<file path="config.mk">
export PLATFORM = sky130hd
export DESIGN_NAME = fuse_rd_ctrl
export DESIGN_NICKNAME = d
export VERILOG_FILES = /design/src/rtl/fuse_rd_pkg.sv /design/src/rtl/fuse_rd_regs.sv /design/src/rtl/fuse_rd_seq.sv /design/src/rtl/fuse_rd_dbuf.sv /design/src/rtl/fuse_rd_ctrl.sv
export SDC_FILE = /design/constraint.sdc
export NUM_CORES = 1
export LEC_CHECK = 0
export ABC_AREA = 0
export CAP_MARGIN = 5
export CORE_MARGIN = 1
export CORE_UTILIZATION = 25
export CTS_BUF_LIST = sky130_fd_sc_hd__clkbuf_2
export CTS_CLUSTER_DIAMETER = 50
export CTS_CLUSTER_SIZE = 14
export DETAILED_ROUTE_END_ITERATION = 12
export HOLD_SLACK_MARGIN = 0.06
export PLACE_DENSITY_LB_ADDON = 0.12
export REMOVE_ABC_BUFFERS = 1
export SETUP_SLACK_MARGIN = 0.5
export SYNTH_ARGS = -nofsm -noshare
export SYNTH_HDL_FRONTEND = slang
export SYNTH_HIERARCHICAL = 1
export SYNTH_SLANG_ARGS = --single-unit
</file>
<file path="constraint.sdc">
create_clock -name clk -period 4.2 [get_ports clk]
set_input_delay 0.84 -clock clk [delete_from_list [all_inputs] [get_ports clk]]
set_output_delay 0.84 -clock clk [all_outputs]
set_load 0.005 [all_outputs]
</file>
<file path="src/rtl/fuse_rd_pkg.sv">
// Shared constants and register field types for the fuse ROM read controller.
// Assumes a 32-bit register bus and a macro read one 32-bit word at a time.
package fuse_rd_pkg;
    localparam int DATA_W    = 32;
    localparam int NUM_WORDS = 8;
    localparam int ADDR_W    = 9;
    localparam int LEN_W     = 5;
    localparam int TIME_W    = 4;
    localparam int WWIDTH_W  = 12;
    localparam int WIDX_W    = $clog2(NUM_WORDS);
    localparam int WADDR_W   = ADDR_W - 2;

    // Register word indices (byte offset / 4)
    localparam int OFF_CTRL  = 0;
    localparam int OFF_TIME  = 1;
    localparam int OFF_STAT  = 2;
    localparam int OFF_DBUF  = 3;
    localparam int REG_AW    = $clog2((OFF_DBUF + NUM_WORDS) * 4);

    // Control field positions
    localparam int CTL_CS    = 30;
    localparam int CTL_ADDR  = 21;
    localparam int CTL_LEN   = 16;
    localparam int CTL_PROG  = 15;
    localparam int CTL_WREN  = 1;
    localparam int CTL_GO    = 0;

    // Timing field positions
    localparam int TIM_IE    = 31;
    localparam int TIM_RSET  = 20;
    localparam int TIM_RWID  = 16;
    localparam int TIM_WSET  = 12;
    localparam int TIM_WWID  = 0;

    typedef struct packed {
        logic              cs;
        logic [ADDR_W-1:0] addr;
        logic [LEN_W-1:0]  len;
        logic              prog_en;
        logic              wr_en;
    } ctrl_t;

    typedef struct packed {
        logic                irq_en;
        logic [TIME_W-1:0]   rd_setup;
        logic [TIME_W-1:0]   rd_width;
        logic [TIME_W-1:0]   wr_setup;
        logic [WWIDTH_W-1:0] wr_width;
    } tcfg_t;
endpackage

</file>
<file path="src/rtl/fuse_rd_regs.sv">
// Control, timing and done-flag registers.
// Assumes busy and fin come from the sequencer; fin marks the completion edge.
module fuse_rd_regs
    import fuse_rd_pkg::*;
#(
    parameter int IDX_W = REG_AW - 2
) (
    input  logic              clk,
    input  logic              rst_n,
    input  logic              wr_en,
    input  logic [IDX_W-1:0]  wr_idx,
    input  logic [DATA_W-1:0] wr_data,
    input  logic              busy,
    input  logic              fin,
    output ctrl_t             ctrl_q,
    output tcfg_t             tcfg_q,
    output logic              done_q,
    output logic              start
);
    logic wr_ctrl, wr_tcfg, ack;

    // Decode bus writes; control and timing are locked while busy
    always_comb begin
        wr_ctrl = wr_en && (wr_idx == IDX_W'(OFF_CTRL)) && !busy;
        wr_tcfg = wr_en && (wr_idx == IDX_W'(OFF_TIME)) && !busy;
        ack     = wr_en && (wr_idx == IDX_W'(OFF_STAT)) && wr_data[0];
        start   = wr_ctrl && wr_data[CTL_GO];
    end

    // Control register storage
    always_ff @(posedge clk) begin
        if (!rst_n) begin
            ctrl_q <= '0;
        end else if (wr_ctrl) begin
            ctrl_q.cs      <= wr_data[CTL_CS];
            ctrl_q.addr    <= wr_data[CTL_ADDR +: ADDR_W];
            ctrl_q.len     <= wr_data[CTL_LEN +: LEN_W];
            ctrl_q.prog_en <= wr_data[CTL_PROG];
            ctrl_q.wr_en   <= wr_data[CTL_WREN];
        end
    end

    // Timing register storage
    always_ff @(posedge clk) begin
        if (!rst_n) begin
            tcfg_q <= '0;
        end else if (wr_tcfg) begin
            tcfg_q.irq_en   <= wr_data[TIM_IE];
            tcfg_q.rd_setup <= wr_data[TIM_RSET +: TIME_W];
            tcfg_q.rd_width <= wr_data[TIM_RWID +: TIME_W];
            tcfg_q.wr_setup <= wr_data[TIM_WSET +: TIME_W];
            tcfg_q.wr_width <= wr_data[TIM_WWID +: WWIDTH_W];
        end
    end

    // Done flag: completion wins over an acknowledge on the same edge
    always_ff @(posedge clk) begin
        if (!rst_n)              done_q <= 1'b0;
        else if (fin)            done_q <= 1'b1;
        else if (start || ack)   done_q <= 1'b0;
    end

    AST_TIMING_LOCKED: assert property (@(posedge clk) disable iff (!rst_n)
        busy |=> $stable(tcfg_q));
    AST_CTRL_LOCKED: assert property (@(posedge clk) disable iff (!rst_n)
        busy |=> $stable(ctrl_q));
    AST_START_CLEARS_DONE: assert property (@(posedge clk) disable iff (!rst_n)
        start |=> !done_q);
    AST_FIN_SETS_DONE: assert property (@(posedge clk) disable iff (!rst_n)
        fin |=> done_q);
endmodule

</file>
<file path="src/rtl/fuse_rd_seq.sv">
// Read sequencer: per word, holds address for setup+1 cycles, then strobes
// for width+4 cycles and samples on the last one. Assumes timing and control
// inputs stay constant while busy (the register block locks them).
module fuse_rd_seq
    import fuse_rd_pkg::*;
#(
    parameter int NW    = NUM_WORDS,
    parameter int TW    = TIME_W,
    parameter int WAW   = WADDR_W,
    localparam int IW   = $clog2(NW),
    localparam int CNT_W = TW + 3
) (
    input  logic            clk,
    input  logic            rst_n,
    input  logic            start,
    input  logic [TW-1:0]   rd_setup,
    input  logic [TW-1:0]   rd_width,
    input  logic [WAW-1:0]  base_word,
    input  logic [IW-1:0]   last_word,
    input  logic            chip_sel,
    output logic            busy,
    output logic            fuse_cs,
    output logic [WAW+1:0]  fuse_addr,
    output logic            fuse_strobe,
    output logic            cap_valid,
    output logic            cap_last,
    output logic [IW-1:0]   cap_idx
);
    logic [CNT_W-1:0] cnt, last_cnt;
    logic [IW-1:0]    widx;

    // Derive access window end and macro-facing signals
    always_comb begin
        last_cnt    = CNT_W'(rd_setup) + CNT_W'(rd_width) + CNT_W'(4);
        cap_valid   = busy && (cnt == last_cnt);
        cap_last    = cap_valid && (widx == last_word);
        cap_idx     = widx;
        fuse_strobe = busy && (cnt > CNT_W'(rd_setup));
        fuse_cs     = busy && chip_sel;
        fuse_addr   = {base_word + WAW'(widx), 2'b00};
    end

    // Cycle and word counters
    always_ff @(posedge clk) begin
        if (!rst_n) begin
            busy <= 1'b0;
            cnt  <= '0;
            widx <= '0;
        end else if (start) begin
            busy <= 1'b1;
            cnt  <= '0;
            widx <= '0;
        end else if (busy) begin
            if (cap_valid) begin
                cnt <= '0;
                if (cap_last) busy <= 1'b0;
                else          widx <= widx + IW'(1);
            end else begin
                cnt <= cnt + CNT_W'(1);
            end
        end
    end

    AST_ADDR_SETUP: assert property (@(posedge clk) disable iff (!rst_n)
        $rose(fuse_strobe) |-> $stable(fuse_addr));
    AST_SAMPLE_IN_STROBE: assert property (@(posedge clk) disable iff (!rst_n)
        cap_valid |-> fuse_strobe);
    AST_ONE_SAMPLE: assert property (@(posedge clk) disable iff (!rst_n)
        cap_valid |=> !cap_valid);
    AST_LAST_ENDS_READ: assert property (@(posedge clk) disable iff (!rst_n)
        cap_last |=> !busy);
endmodule

</file>
<file path="src/rtl/fuse_rd_dbuf.sv">
// Data buffer with staging: words land in a staging file during a read and
// are committed together on the last sample. Assumes cap_idx rises from 0.
module fuse_rd_dbuf
    import fuse_rd_pkg::*;
#(
    parameter int NW = NUM_WORDS,
    parameter int DW = DATA_W,
    localparam int IW = $clog2(NW)
) (
    input  logic                   clk,
    input  logic                   rst_n,
    input  logic                   cap_valid,
    input  logic                   cap_last,
    input  logic [IW-1:0]          cap_idx,
    input  logic [DW-1:0]          cap_data,
    output logic [NW-1:0][DW-1:0]  words
);
    logic [NW-1:0][DW-1:0] stage;

    for (genvar g = 0; g < NW; g++) begin : g_word
        localparam logic [IW-1:0] GI = IW'(g);

        // Staging slot for word g
        always_ff @(posedge clk) begin
            if (!rst_n)                            stage[g] <= '0;
            else if (cap_valid && cap_idx == GI)   stage[g] <= cap_data;
        end

        // Visible word g, updated only at completion
        always_ff @(posedge clk) begin
            if (!rst_n) begin
                words[g] <= '0;
            end else if (cap_last) begin
                if (cap_idx == GI)     words[g] <= cap_data;
                else if (GI < cap_idx) words[g] <= stage[g];
            end
        end
    end

    AST_BUF_HELD: assert property (@(posedge clk) disable iff (!rst_n)
        !cap_last |=> $stable(words));
endmodule

</file>
<file path="src/rtl/fuse_rd_ctrl.sv">
// Top of the fuse ROM read controller: register decode, read mux, irq.
// Assumes the macro returns the addressed word combinationally while strobed.
module fuse_rd_ctrl
    import fuse_rd_pkg::*;
(
    input  logic              clk,
    input  logic              rst_n,
    input  logic              reg_we,
    input  logic [REG_AW-1:0] reg_addr,
    input  logic [DATA_W-1:0] reg_wdata,
    output logic [DATA_W-1:0] reg_rdata,
    output logic              fuse_cs,
    output logic [ADDR_W-1:0] fuse_addr,
    output logic              fuse_strobe,
    input  logic [DATA_W-1:0] fuse_rdata,
    output logic              irq
);
    localparam int IDX_W = REG_AW - 2;
    localparam logic [IDX_W-1:0] I_CTRL = IDX_W'(OFF_CTRL);
    localparam logic [IDX_W-1:0] I_TIME = IDX_W'(OFF_TIME);
    localparam logic [IDX_W-1:0] I_STAT = IDX_W'(OFF_STAT);
    localparam logic [IDX_W-1:0] I_DBUF = IDX_W'(OFF_DBUF);
    localparam logic [IDX_W-1:0] I_DEND = IDX_W'(OFF_DBUF + NUM_WORDS);

    logic [IDX_W-1:0] idx;
    logic             unused_lsb;
    ctrl_t            ctrl_q;
    tcfg_t            tcfg_q;
    logic             done_q, start, busy, fin, cap_valid;
    logic [WIDX_W-1:0] cap_idx;
    logic [NUM_WORDS-1:0][DATA_W-1:0] words;

    assign idx        = reg_addr[REG_AW-1:2];
    assign unused_lsb = ^reg_addr[1:0];

    fuse_rd_regs #(.IDX_W(IDX_W)) u_regs (
        .clk(clk), .rst_n(rst_n), .wr_en(reg_we), .wr_idx(idx),
        .wr_data(reg_wdata), .busy(busy), .fin(fin),
        .ctrl_q(ctrl_q), .tcfg_q(tcfg_q), .done_q(done_q), .start(start)
    );

    fuse_rd_seq u_seq (
        .clk(clk), .rst_n(rst_n), .start(start),
        .rd_setup(tcfg_q.rd_setup), .rd_width(tcfg_q.rd_width),
        .base_word(ctrl_q.addr[ADDR_W-1:2]), .last_word(ctrl_q.len[LEN_W-1:2]),
        .chip_sel(ctrl_q.cs), .busy(busy), .fuse_cs(fuse_cs),
        .fuse_addr(fuse_addr), .fuse_strobe(fuse_strobe),
        .cap_valid(cap_valid), .cap_last(fin), .cap_idx(cap_idx)
    );

    fuse_rd_dbuf u_dbuf (
        .clk(clk), .rst_n(rst_n), .cap_valid(cap_valid), .cap_last(fin),
        .cap_idx(cap_idx), .cap_data(fuse_rdata), .words(words)
    );

    // Interrupt follows the done flag when enabled
    assign irq = done_q && tcfg_q.irq_en;

    // Register read multiplexer
    always_comb begin
        reg_rdata = '0;
        case (idx)
            I_CTRL: begin
                reg_rdata[CTL_CS]                = ctrl_q.cs;
                reg_rdata[CTL_ADDR +: ADDR_W]    = ctrl_q.addr;
                reg_rdata[CTL_LEN +: LEN_W]      = ctrl_q.len;
                reg_rdata[CTL_PROG]              = ctrl_q.prog_en;
                reg_rdata[CTL_WREN]              = ctrl_q.wr_en;
                reg_rdata[CTL_GO]                = busy;
            end
            I_TIME: begin
                reg_rdata[TIM_IE]                = tcfg_q.irq_en;
                reg_rdata[TIM_RSET +: TIME_W]    = tcfg_q.rd_setup;
                reg_rdata[TIM_RWID +: TIME_W]    = tcfg_q.rd_width;
                reg_rdata[TIM_WSET +: TIME_W]    = tcfg_q.wr_setup;
                reg_rdata[TIM_WWID +: WWIDTH_W]  = tcfg_q.wr_width;
            end
            I_STAT: reg_rdata[0] = done_q;
            default: begin
                if (idx >= I_DBUF && idx < I_DEND)
                    reg_rdata = words[WIDX_W'(idx - I_DBUF)];
            end
        endcase
    end

    AST_IRQ_NEEDS_ENABLE: assert property (@(posedge clk) disable iff (!rst_n)
        irq |-> tcfg_q.irq_en);
    AST_IDLE_QUIET: assert property (@(posedge clk) disable iff (!rst_n)
        !busy |-> (!fuse_strobe && !fuse_cs));
endmodule

</file>
==> results.json, run 1 <==
{
  "crit_end": "fuse_addr[8]",
  "cp_data_arrival_time_ns": 2.92,
  "die_y_um": 318.7,
  "syn-instance-count": 3078,
  "finalNonFillerCells": 4484,
  "cts_sinks": 534,
  "startpoint": "u_seq/cap_idx[0]$_SDFFE_PP0P_",
  "rsz0062_at_grt": "true",
  "ir_worst_vdd_mv": 0.1654,
  "max-slew-margin-rel_pct": 23.47,
  "fp.coreArea_sq_um": 98850,
  "place_congestion": 0.7757,
  "nNetsFinal": 3219,
  "r2r_end": "u_dbuf/words[193]$_SDFFE_PN0P_",
  "max-clock-path-buffers": 3,
  "reg2reg_from": "u_regs/tcfg_q[21]$_SDFFE_PN0P_",
  "num_rows": 115,
  "die_w_um": 318.7,
  "final-hold-violation-count": 0,
  "path_max_fanout": 2,
  "async_flop_share_pct": 0,
  "route.detailed.drc": 0,
  "powerDensity_nw_per_um2": 326.0,
  "final_max_slew_viol_count": 0,
  "drive_gt1_share_pct": 18.42,
  "grt_max_degree": 173,
  "worstSkewPairLatency_ns": 1.28,
  "netlist_area_sq_um": 25080,
  "synth_top_area_share_pct": 42.62,
  "track_usage_pct": 19.88,
  "grt_pass1_vias": 21708,
  "synth.distinct_cells": 73,
  "critPathKind": "reg2out",
  "worst_pin_slew_ns": 1.148,
  "die_area_sq_um": 101600,
  "antenna_found_initial": 2,
  "cts-htree-levels": 3,
  "io_pins": 117,
  "antenna_left": 0,
  "ff2ff_setup_slack_ns": 0.68,
  "area_growth_pct": 19.15,
  "cts_tree": "yes",
  "clk_pin_slew_ns": 0.18,
  "ys_warn_count": 6,
  "r2r_cells": 15,
  "wirelength_um": 104000,
  "worst_setup_path_start_kind": "flop",
  "ys_seq_area_share_pct": 42.62,
  "root_buffer": "clkbuf_2",
  "postSynthAreaPerCell_sq_um": 8.149,
  "dp_hpwl_um": 62520,
  "synth_ff_type": "dfxtp_1",
  "grt_pass1_wl_um": 150600,
  "io_buffers": 112,
  "cp-end-kind": "primary output",
  "wl_per_cell_um": 23.19,
  "setup_viol": 0,
  "leakage_nw": 10.09,
  "viasPerCell": 5.032,
  "status": "completed",
  "grt_overflow": 0,
  "dp.cells": 4263,
  "cp.required_ns": 3.36,
  "clock_skew_ns": 0.1777,
  "synth-seq-cells": 534,
  "routed-via-count": 22564,
  "detail_route.iter0.violations": 2031,
  "numCtsBuffers": 82,
  "synth_top_cell_by_area": "dfxtp_1",
  "hp-class": "in2reg",
  "firstDrtPassIters": 5,
  "fin_crit_ns": 3.762,
  "start_util_pct": 25.37,
  "p_total_mw": 9.742,
  "maxCapViolCount": 0,
  "ys_top_cells_by_area": "dfxtp_1, nand2_1, mux2i_1",
  "synth-edff-count": 0,
  "whs_ns": 0.2408,
  "post-route-period-util_pct": 89.58,
  "clock.fmax_ghz": 0.2658
}
## flip-flops by register name (all words and copies together), names as in the netlist
register	count
u_seq/cnt	7
u_regs/ctrl_q	17
u_dbuf/words	256
u_seq/busy	1
u_regs/done_q	1
u_regs/tcfg_q	25
u_dbuf/stage	224
u_seq/cap_idx	3
## layer usage
metal	GRT usage, %	vias to the layer above	share of wire, %
li1	-	10735	-
met1	27.22	11005	47
met2	31.22	674	45
met3	4.001	150	6.3
met4	6.076	0	2.7
met5	0	-	0
## critical path, stage by stage, from the launching register on
cell and delay [ns]:
dfxtp_4 0.40, ha_4 0.15, inv_2 0.04, fa_2 0.47, nor2b_2 0.17, buf_4 0.13, o2111ai_4 0.11, xnor2_2 0.17
buf_2 0.14
## worst min path at each step
stage / startpoint / to / slack, ns / cells after the start
floorplan: u_dbuf/words[224]$_SDFFE_PN0P_ / u_dbuf/words[224]$_SDFFE_PN0P_ / 0.43 / 2
global placement: u_dbuf/words[250]$_SDFFE_PN0P_ / u_dbuf/words[250]$_SDFFE_PN0P_ / 0.44 / 2
finish: reg_wdata[4] / u_regs/tcfg_q[4]$_SDFFE_PN0P_ / 0.24 / 3
global route: reg_wdata[4] / u_regs/tcfg_q[4]$_SDFFE_PN0P_ / 0.13 / 3
CTS: reg_wdata[24] / u_regs/ctrl_q[10]$_SDFFE_PN0P_ / 0.06 / 3
detailed placement: u_dbuf/words[227]$_SDFFE_PN0P_ / u_dbuf/words[227]$_SDFFE_PN0P_ / 0.44 / 2
## through the flow
step | area [sq um] | setup WS, ns | setup TNS [ns] | util [%]
after global routing | 29880 | 0.2577 | 0 | 30.22
after detailed placement | 27500 | -0.3444 | -9.279 | 27.82
after CTS | 29600 | 0.2126 | 0 | 29.95
after global placement | 27500 | -0.3405 | -8.795 | 27.82
final | 29880 | 0.4376 | 0 | 30.23
after floorplan | 23140 | -3.612 | -1323.70 | -
## layout by cell type, fill, tap and decap left out, types with 15 or more instances in the layout
cell type        instances
nand2_1                893
dfxtp_1                498
a21oi_1                262
o21ai_0                169
a31oi_1                161
mux2i_1                148
buf_4                  117
clkbuf_2                94
nor2_1                  76
clkdlybuf4s50_1         70
buf_12                  51
a22oi_1                 40
nor2b_1                 36
nand4_1                 35
o21ai_1                 31
dfxtp_2                 31
a21oi_2                 30
a311oi_2                28
a22oi_2                 24
dlygate4sd2_1           24
o221a_1                 24
nand2_2                 22
a32o_2                  17
dlygate4sd3_1           16
ha_1                    15
## where the power goes
part           internal (mW)  switching (mW)  total [mW]  leakage [nW]
Clock                   1.24            2.37        3.61         0.641
Combinational          0.468           0.584        1.05          5.13
Sequential              5.08         0.00672        5.08          4.32
Total                   6.79            2.96        9.74          10.1
## kinds of logic (layout without fill, tap and decap cells)
family	count (synthesis)	count (layout)	synth area share [%]
compound gates	839	839	21.64
xor+xnor	23	23	0.8331
fa+ha+maj	22	22	1.157
buf+inv	371	483	8.056
flops	534	534	42.62
mux	170	170	6.784
other cells	1	6	0.01495
simple gates	1118	1120	18.90
## cell usage after synthesis, types with 3 or more instances
master and n:
ha_1 20, a21oi_1 263, nand3b_1 4, buf_2 139, a21oi_2 30, o221a_2 8, nor2b_1 37, nand4b_1 3
nand4_1 35, o21ai_1 30, clkbuf_1 141, nor2_4 3, o21ai_0 170, a22o_1 10, and2_1 8, buf_6 35
a31oi_1 161, a311oi_1 4, xnor2_1 14, mux2i_1 170, dfxtp_1 534, nand2_2 22, nand4bb_1 3, a32o_2 3
o221a_1 24, and4b_1 3, inv_1 16, a32o_1 28, xor2_1 8, a311oi_2 28, buf_4 31, nand3_1 3
nand2_1 893, nor2_1 77, a22oi_1 64
## timing repair
action,CTS,global route
setup endpoints to repair,39,242
pin swaps,37,10
gates cloned,4,3
hold buffers,16,0
gates resized for setup,203,36
setup buffers,29,12
endpoints found under the hold margin,44,0
## cell type report
cell class	count	area, sq um
Fill cell	10390	68970
Clock buffer	90	450.4
Antenna cell	4	10.01
Timing Repair Buffer	312	3410
Multi-Input combinational cell	2176	12930
Inverter	18	90.09
Sequential cell	534	10750
Clock inverter	63	631.9
Tap cell	1287	1610
No activity file was read; power rests on OpenSTA's default activity.
==> run 2, diff against run 1 <==
PLACE_DENSITY_LB_ADDON = unset   (was 0.12)
==> results.json, run 2 (synthesis results as in run 1) <==
{
  "status": "completed",
  "path_max_fanout": 2,
  "worst_pin_slew_ns": 1.199,
  "fin_crit_ns": 3.880,
  "die_area_sq_um": 101600,
  "clock_skew_ns": 0.1684,
  "p_total_mw": 8.456,
  "antenna_left": 0,
  "route.detailed.drc": 0,
  "crit_slowest_cell": "dfxtp_2",
  "firstDrtPassIters": 5,
  "ir_worst_vdd_mv": 0.1562,
  "max-slew-margin-rel_pct": 20.08,
  "tns_ns": 0,
  "die_y_um": 318.7,
  "viasPerCell": 5.146,
  "cts_tree": "yes",
  "place_congestion": 0.8432,
  "nNetsFinal": 3161,
  "io_pins": 117,
  "antenna_found_initial": 5,
  "cp.required_ns": 3.36,
  "leakage_nw": 9.662,
  "cp_data_arrival_time_ns": 3.04,
  "die_w_um": 318.7,
  "numCtsBuffers": 46,
  "cts_sinks": 534,
  "final_util_pct": 29.01,
  "setup_viol": 0,
  "place_ws_ns": -0.3453,
  "critPathKind": "reg2out",
  "fp.coreArea_sq_um": 98850,
  "grt_pass1_vias": 20409,
  "grt_overflow": 0,
  "io_buffers": 112,
  "routed-via-count": 22477,
  "grt_pass1_wl_um": 131600,
  "area_growth_pct": 14.35,
  "holdBufCountCts": 0,
  "track_usage_pct": 16.83,
  "max-clock-path-buffers": 3,
  "top_register": "u_dbuf/words",
  "wl_per_cell_um": 20.55,
  "root_buffer": "clkbuf_2",
  "powerDensity_nw_per_um2": 294.8,
  "dp_hpwl_um": 53770,
  "num_rows": 115,
  "drive_gt1_share_pct": 14.27,
  "worst_setup_path_start_kind": "flop",
  "clock.fmax_ghz": 0.2577,
  "cp-end-kind": "primary output",
  "crit_path_max_incr_delay_ns": 0.41,
  "path_cells": "ha_4, inv_2, fa_2, nor2b_4, buf_4, o21ai_2, xnor2_2, buf_2",
  "placed_area_sq_um": 27330,
  "final_common_cell": "nand2_1",
  "top_regs": "u_dbuf/words (256), u_dbuf/stage (224), u_regs/tcfg_q (25)",
  "fin_ws_ns": 0.3199,
  "worstSkewPairLatency_ns": 1.17,
  "grt_max_degree": 218,
  "final-hold-violation-count": 0,
  "maxCapViolCount": 0,
  "rsz0062_at_grt": "true",
  "largest_reg_flops": 256,
  "start_util_pct": 25.37,
  "detail_route.iter0.violations": 2756,
  "stdcell_area_sq_um": 28680,
  "cts-htree-levels": 2,
  "hp-class": "in2reg",
  "most-common-layout-cells": "nand2_1, dfxtp_1, a21oi_1",
  "wirelength_um": 89780,
  "post-route-period-util_pct": 92.38,
  "final_max_slew_viol_count": 0,
  "clk_pin_slew_ns": 0.29
}
==> run 2: cell count changes in the layout (fill, tap and decap cells not counted), moves of 8 or more <==
cell | previous run | this run
buf_12 | 51 | 34
clkbuf_2 | 94 | 50
clkinv_1 | 10 | 2
clkinvlp_4 | 14 | 1
dfxtp_1 | 498 | 525
dfxtp_2 | 31 | 8
dlygate4sd3_1 | 16 | 0
inv_6 | 12 | 2
mux2i_1 | 148 | 163
mux2i_4 | 10 | 1
==> run 2: critical path: cells and delay by family, from the launching register on <==
kind | cells | cell delay [ns]
AOI/OAI and AO/OA | 1 | 0.06
xor gates and xnor gates | 1 | 0.32
adders and majority gates | 2 | 0.51
buffers and inverters | 3 | 0.40
DFF | 1 | 0.41
and+or+nand+nor | 1 | 0.27
==> run 2: cell type report <==
| cell class | count | area, sq um |
|---|---|---|
| Multi-Input combinational cell | 2175 | 12780 |
| Clock buffer | 48 | 240.2 |
| Inverter | 18 | 80.08 |
| Tap cell | 1287 | 1610 |
| Clock inverter | 11 | 187.7 |
| Timing Repair Buffer | 291 | 3069 |
| Fill cell | 10461 | 70170 |
| Antenna cell | 4 | 10.01 |
| Sequential cell | 534 | 10700 |
==> run 2: layer usage <==
layer / track usage, % / wire length, um
met5: 0 / 13
met4: 4.058 / 2148
met3: 3.029 / 7968
met2: 24.93 / 38190
met1: 24.90 / 41460
==> run 2: report_power, final <==
group / internal, mW / leakage, nW / switching (mW)
registers: 5.09 / 4.30 / 0.00657
logic: 0.426 / 5.07 / 0.536
clock network: 0.627 / 0.286 / 1.77
==> run 2: through the flow <==
stage | instances | hold WS, ns
after floorplan | 2726 | 0.4316
after global placement | 4260 | 0.4378
after detailed placement | 4260 | 0.4432
after CTS | 4353 | 0.1204
after global routing | 4366 | 0.1268
final | 4368 | 0.1761
==> run 2: what timing repair did <==
action	CTS	global route
buffers inserted	30	7
cloned	4	4
resized for setup	149	26
pin swaps	25	12
endpoints found under the setup margin	40	227
==> run 2: path summary, 6_finish.rpt <==
| check | startpoint | to | slack [ns] | cells after the start |
|---|---|---|---|---|
| max | u_regs/ctrl_q[9]$_SDFFE_PN0P_ | fuse_addr[6] | 0.32 | 8 |
| min | reg_wdata[6] | u_regs/tcfg_q[6]$_SDFFE_PN0P_ | 0.18 | 3 |
| max reg2reg | u_regs/tcfg_q[21]$_SDFFE_PN0P_ | u_dbuf/words[244]$_SDFFE_PN0P_ | 0.63 | 16 |
| min reg2reg | u_dbuf/stage[214]$_SDFFE_PN0P_ | u_dbuf/words[214]$_SDFFE_PN0P_ | 0.40 | 2 |
==> run 3, diff against run 2 <==
ABC_AREA = 1   (was 0)
GPL_TIMING_DRIVEN = 0   (was unset)
==> results.json, run 3 <==
{
  "leakage_nw": 13.50,
  "max-clock-path-buffers": 3,
  "p_total_mw": 9.198,
  "ir_worst_vdd_mv": 0.1671,
  "num_rows": 120,
  "ys_warn_count": 6,
  "fin_ws_ns": 0.4834,
  "rsz0062_at_grt": "true",
  "die_area_sq_um": 109400,
  "dp_hpwl_um": 56970,
  "cts_tree": "yes",
  "setup_viol": 0,
  "netlist_area_sq_um": 27030,
  "cp-end-kind": "primary output",
  "place_ws_ns": -1.542,
  "critPathKind": "in2out",
  "final-hold-violation-count": 0,
  "track_usage_pct": 20.03,
  "clock_skew_ns": 0.1313,
  "fin_crit_ns": 3.717,
  "synth-edff-count": 0,
  "die_y_um": 330.8,
  "area_growth_pct": 21.11,
  "fp.coreArea_sq_um": 107100,
  "ys_seq_area_share_pct": 39.56,
  "grt_pass1_vias": 24730,
  "antenna_found_initial": 8,
  "place_congestion": 0.7988,
  "synth-seq-cells": 534,
  "final_common_cell": "nand2_1",
  "cp_data_arrival_time_ns": 2.88,
  "use_met3_pct": 4.354,
  "synth_top_area_share_pct": 39.56,
  "grt_max_degree": 138,
  "io_pins": 117,
  "synth_top_cell_by_area": "dfxtp_1",
  "powerDensity_nw_per_um2": 281.0,
  "drive_gt1_share_pct": 10.38,
  "final_util_pct": 30.57,
  "hp-class": "in2reg",
  "root_buffer": "clkbuf_2",
  "syn-instance-count": 4190,
  "synth_ff_type": "dfxtp_1",
  "yosys-top-cells-count": "nand2_1, dfxtp_1, nand3_1",
  "cts-htree-levels": 2,
  "wirelength_um": 118200,
  "final_max_slew_viol_count": 0,
  "worst_setup_path_start_kind": "primary input",
  "numCtsBuffers": 54,
  "io_buffers": 112,
  "antenna_left": 0,
  "wl_per_cell_um": 20.90,
  "largest_reg_flops": 256,
  "clk_pin_slew_ns": 0.22,
  "path_max_fanout": 5,
  "status": "completed",
  "clock.fmax_ghz": 0.2691,
  "grt_overflow": 0,
  "routed-via-count": 28560,
  "max-slew-margin-rel_pct": 6.266,
  "post-route-period-util_pct": 88.49,
  "start_util_pct": 25.25,
  "maxCapViolCount": 0,
  "async_flop_share_pct": 0,
  "grtUsageMet2_pct": 31.19,
  "detail_route.iter0.violations": 3404,
  "firstDrtPassIters": 7,
  "top_register": "u_dbuf/words",
  "ys_top_cells_by_area": "dfxtp_1, nand2_1, nand3_1",
  "die_w_um": 330.8,
  "worstSkewPairLatency_ns": 1.33,
  "use_met1_pct": 26.69,
  "synth.distinct_cells": 38,
  "viasPerCell": 5.051,
  "top_usage_layer": "met2",
  "synth.most_common_cell": "nand2_1",
  "route.detailed.drc": 0,
  "nNetsFinal": 4312,
  "cp.required_ns": 3.36,
  "worst_pin_slew_ns": 1.401,
  "tns_ns": 0,
  "cts_sinks": 534,
  "most-common-layout-cells": "nand2_1, dfxtp_1, nand3_1",
  "top_regs": "u_dbuf/words (256), u_dbuf/stage (224), u_regs/tcfg_q (25)",
  "grt_pass1_wl_um": 163900,
  "postSynthAreaPerCell_sq_um": 6.450
}
==> run 3: changes by cell type after synthesis, sizes merged, moves of 111 or more <==
cell,previous run,this run
a31oi,161,0
nand2,915,1479
a21oi,293,404
nor2,82,272
nand3,4,434
mux2i,170,0
inv,16,400
==> run 3: where the power goes <==
part           internal [mW]  switching [mW]  total, mW
registers               5.09         0.00438       5.09
clock network          0.954            2.05       3.00
logic                  0.404           0.700       1.10
total                   6.45            2.75       9.20
==> run 3: worst paths after layout <==
| path | cells after the start | endpoint | start | slack [ns] |
|---|---|---|---|---|
| hold reg to reg | 2 | u_dbuf/words[134]$_SDFFE_PN0P_ | u_dbuf/words[134]$_SDFFE_PN0P_ | 0.48 |
| hold / removal | 3 | u_regs/ctrl_q[11]$_SDFFE_PN0P_ | reg_wdata[25] | 0.14 |
| setup reg to reg | 10 | u_dbuf/stage[83]$_SDFFE_PN0P_ | u_seq/cap_idx[0]$_SDFFE_PP0P_ | 0.49 |
| setup / recovery | 12 | reg_rdata[26] | reg_addr[2] | 0.48 |
==> run 3: cells by family after synthesis <==
kind of cell	after synthesis	share of synthesized area (%)
other cells	1	0.01388
compound gates	667	13.55
flops	534	39.56
xor+xnor	13	0.4213
fa+ha+maj	22	1.074
simple gates	2226	33.87
buf+inv	727	11.52
==> run 3: final cells by class <==
class / count / area (sq um)
fillers: 11570 / 74320
multi-input cells: 2940 / 13950
flip-flops and latches: 534 / 10720
repair buffers: 282 / 3918
well taps: 1403 / 1755
inverters: 402 / 1655
clock inverters: 28 / 396.6
clock buffers: 60 / 300.3
repair inverters: 3 / 28.78
diodes: 2 / 5.005
==> run 3: repair_timing <==
item,in CTS,in global routing
setup buffers,52,43
hold buffers,1,0
pin swaps,26,21
endpoints found under the hold margin,39,0
endpoints found under the setup margin,450,420
gates cloned,26,16
gates resized for setup,169,76
==> run 3: routing by layer <==
layer  part of all wire [%]  routed length (um)  vias up
met2                     43               50900     1687
met1                     40               47410    13309
met4                    4.7                5609        8
li1                       -                   -    13201
met3                     12               14230      355
met5                  0.044                  52        -
==> run 3: per-stage QoR <==
step / hold WS, ns / instances / instance area, sq um
floorplan: 0.4379 / 3866 / 25430
global placement: 0.4444 / 5381 / 28300
detailed placement: 0.4492 / 5426 / 29370
CTS: 0.07381 / 5593 / 31730
global route: 0.1279 / 5653 / 32730
finish: 0.1420 / 5654 / 32730
==> run 3: critical path, stage by stage <==
cell	delay, ns
buf_16	0.10
buf_16	0.14
inv_16	0.04
ha_1	0.22
o21ai_2	0.14
nand2_1	0.12
nor2_4	0.12
buf_8	0.13
bufbuf_16	0.31
nand3_4	0.10
nand2_1	0.08
clkdlybuf4s50_1	0.50
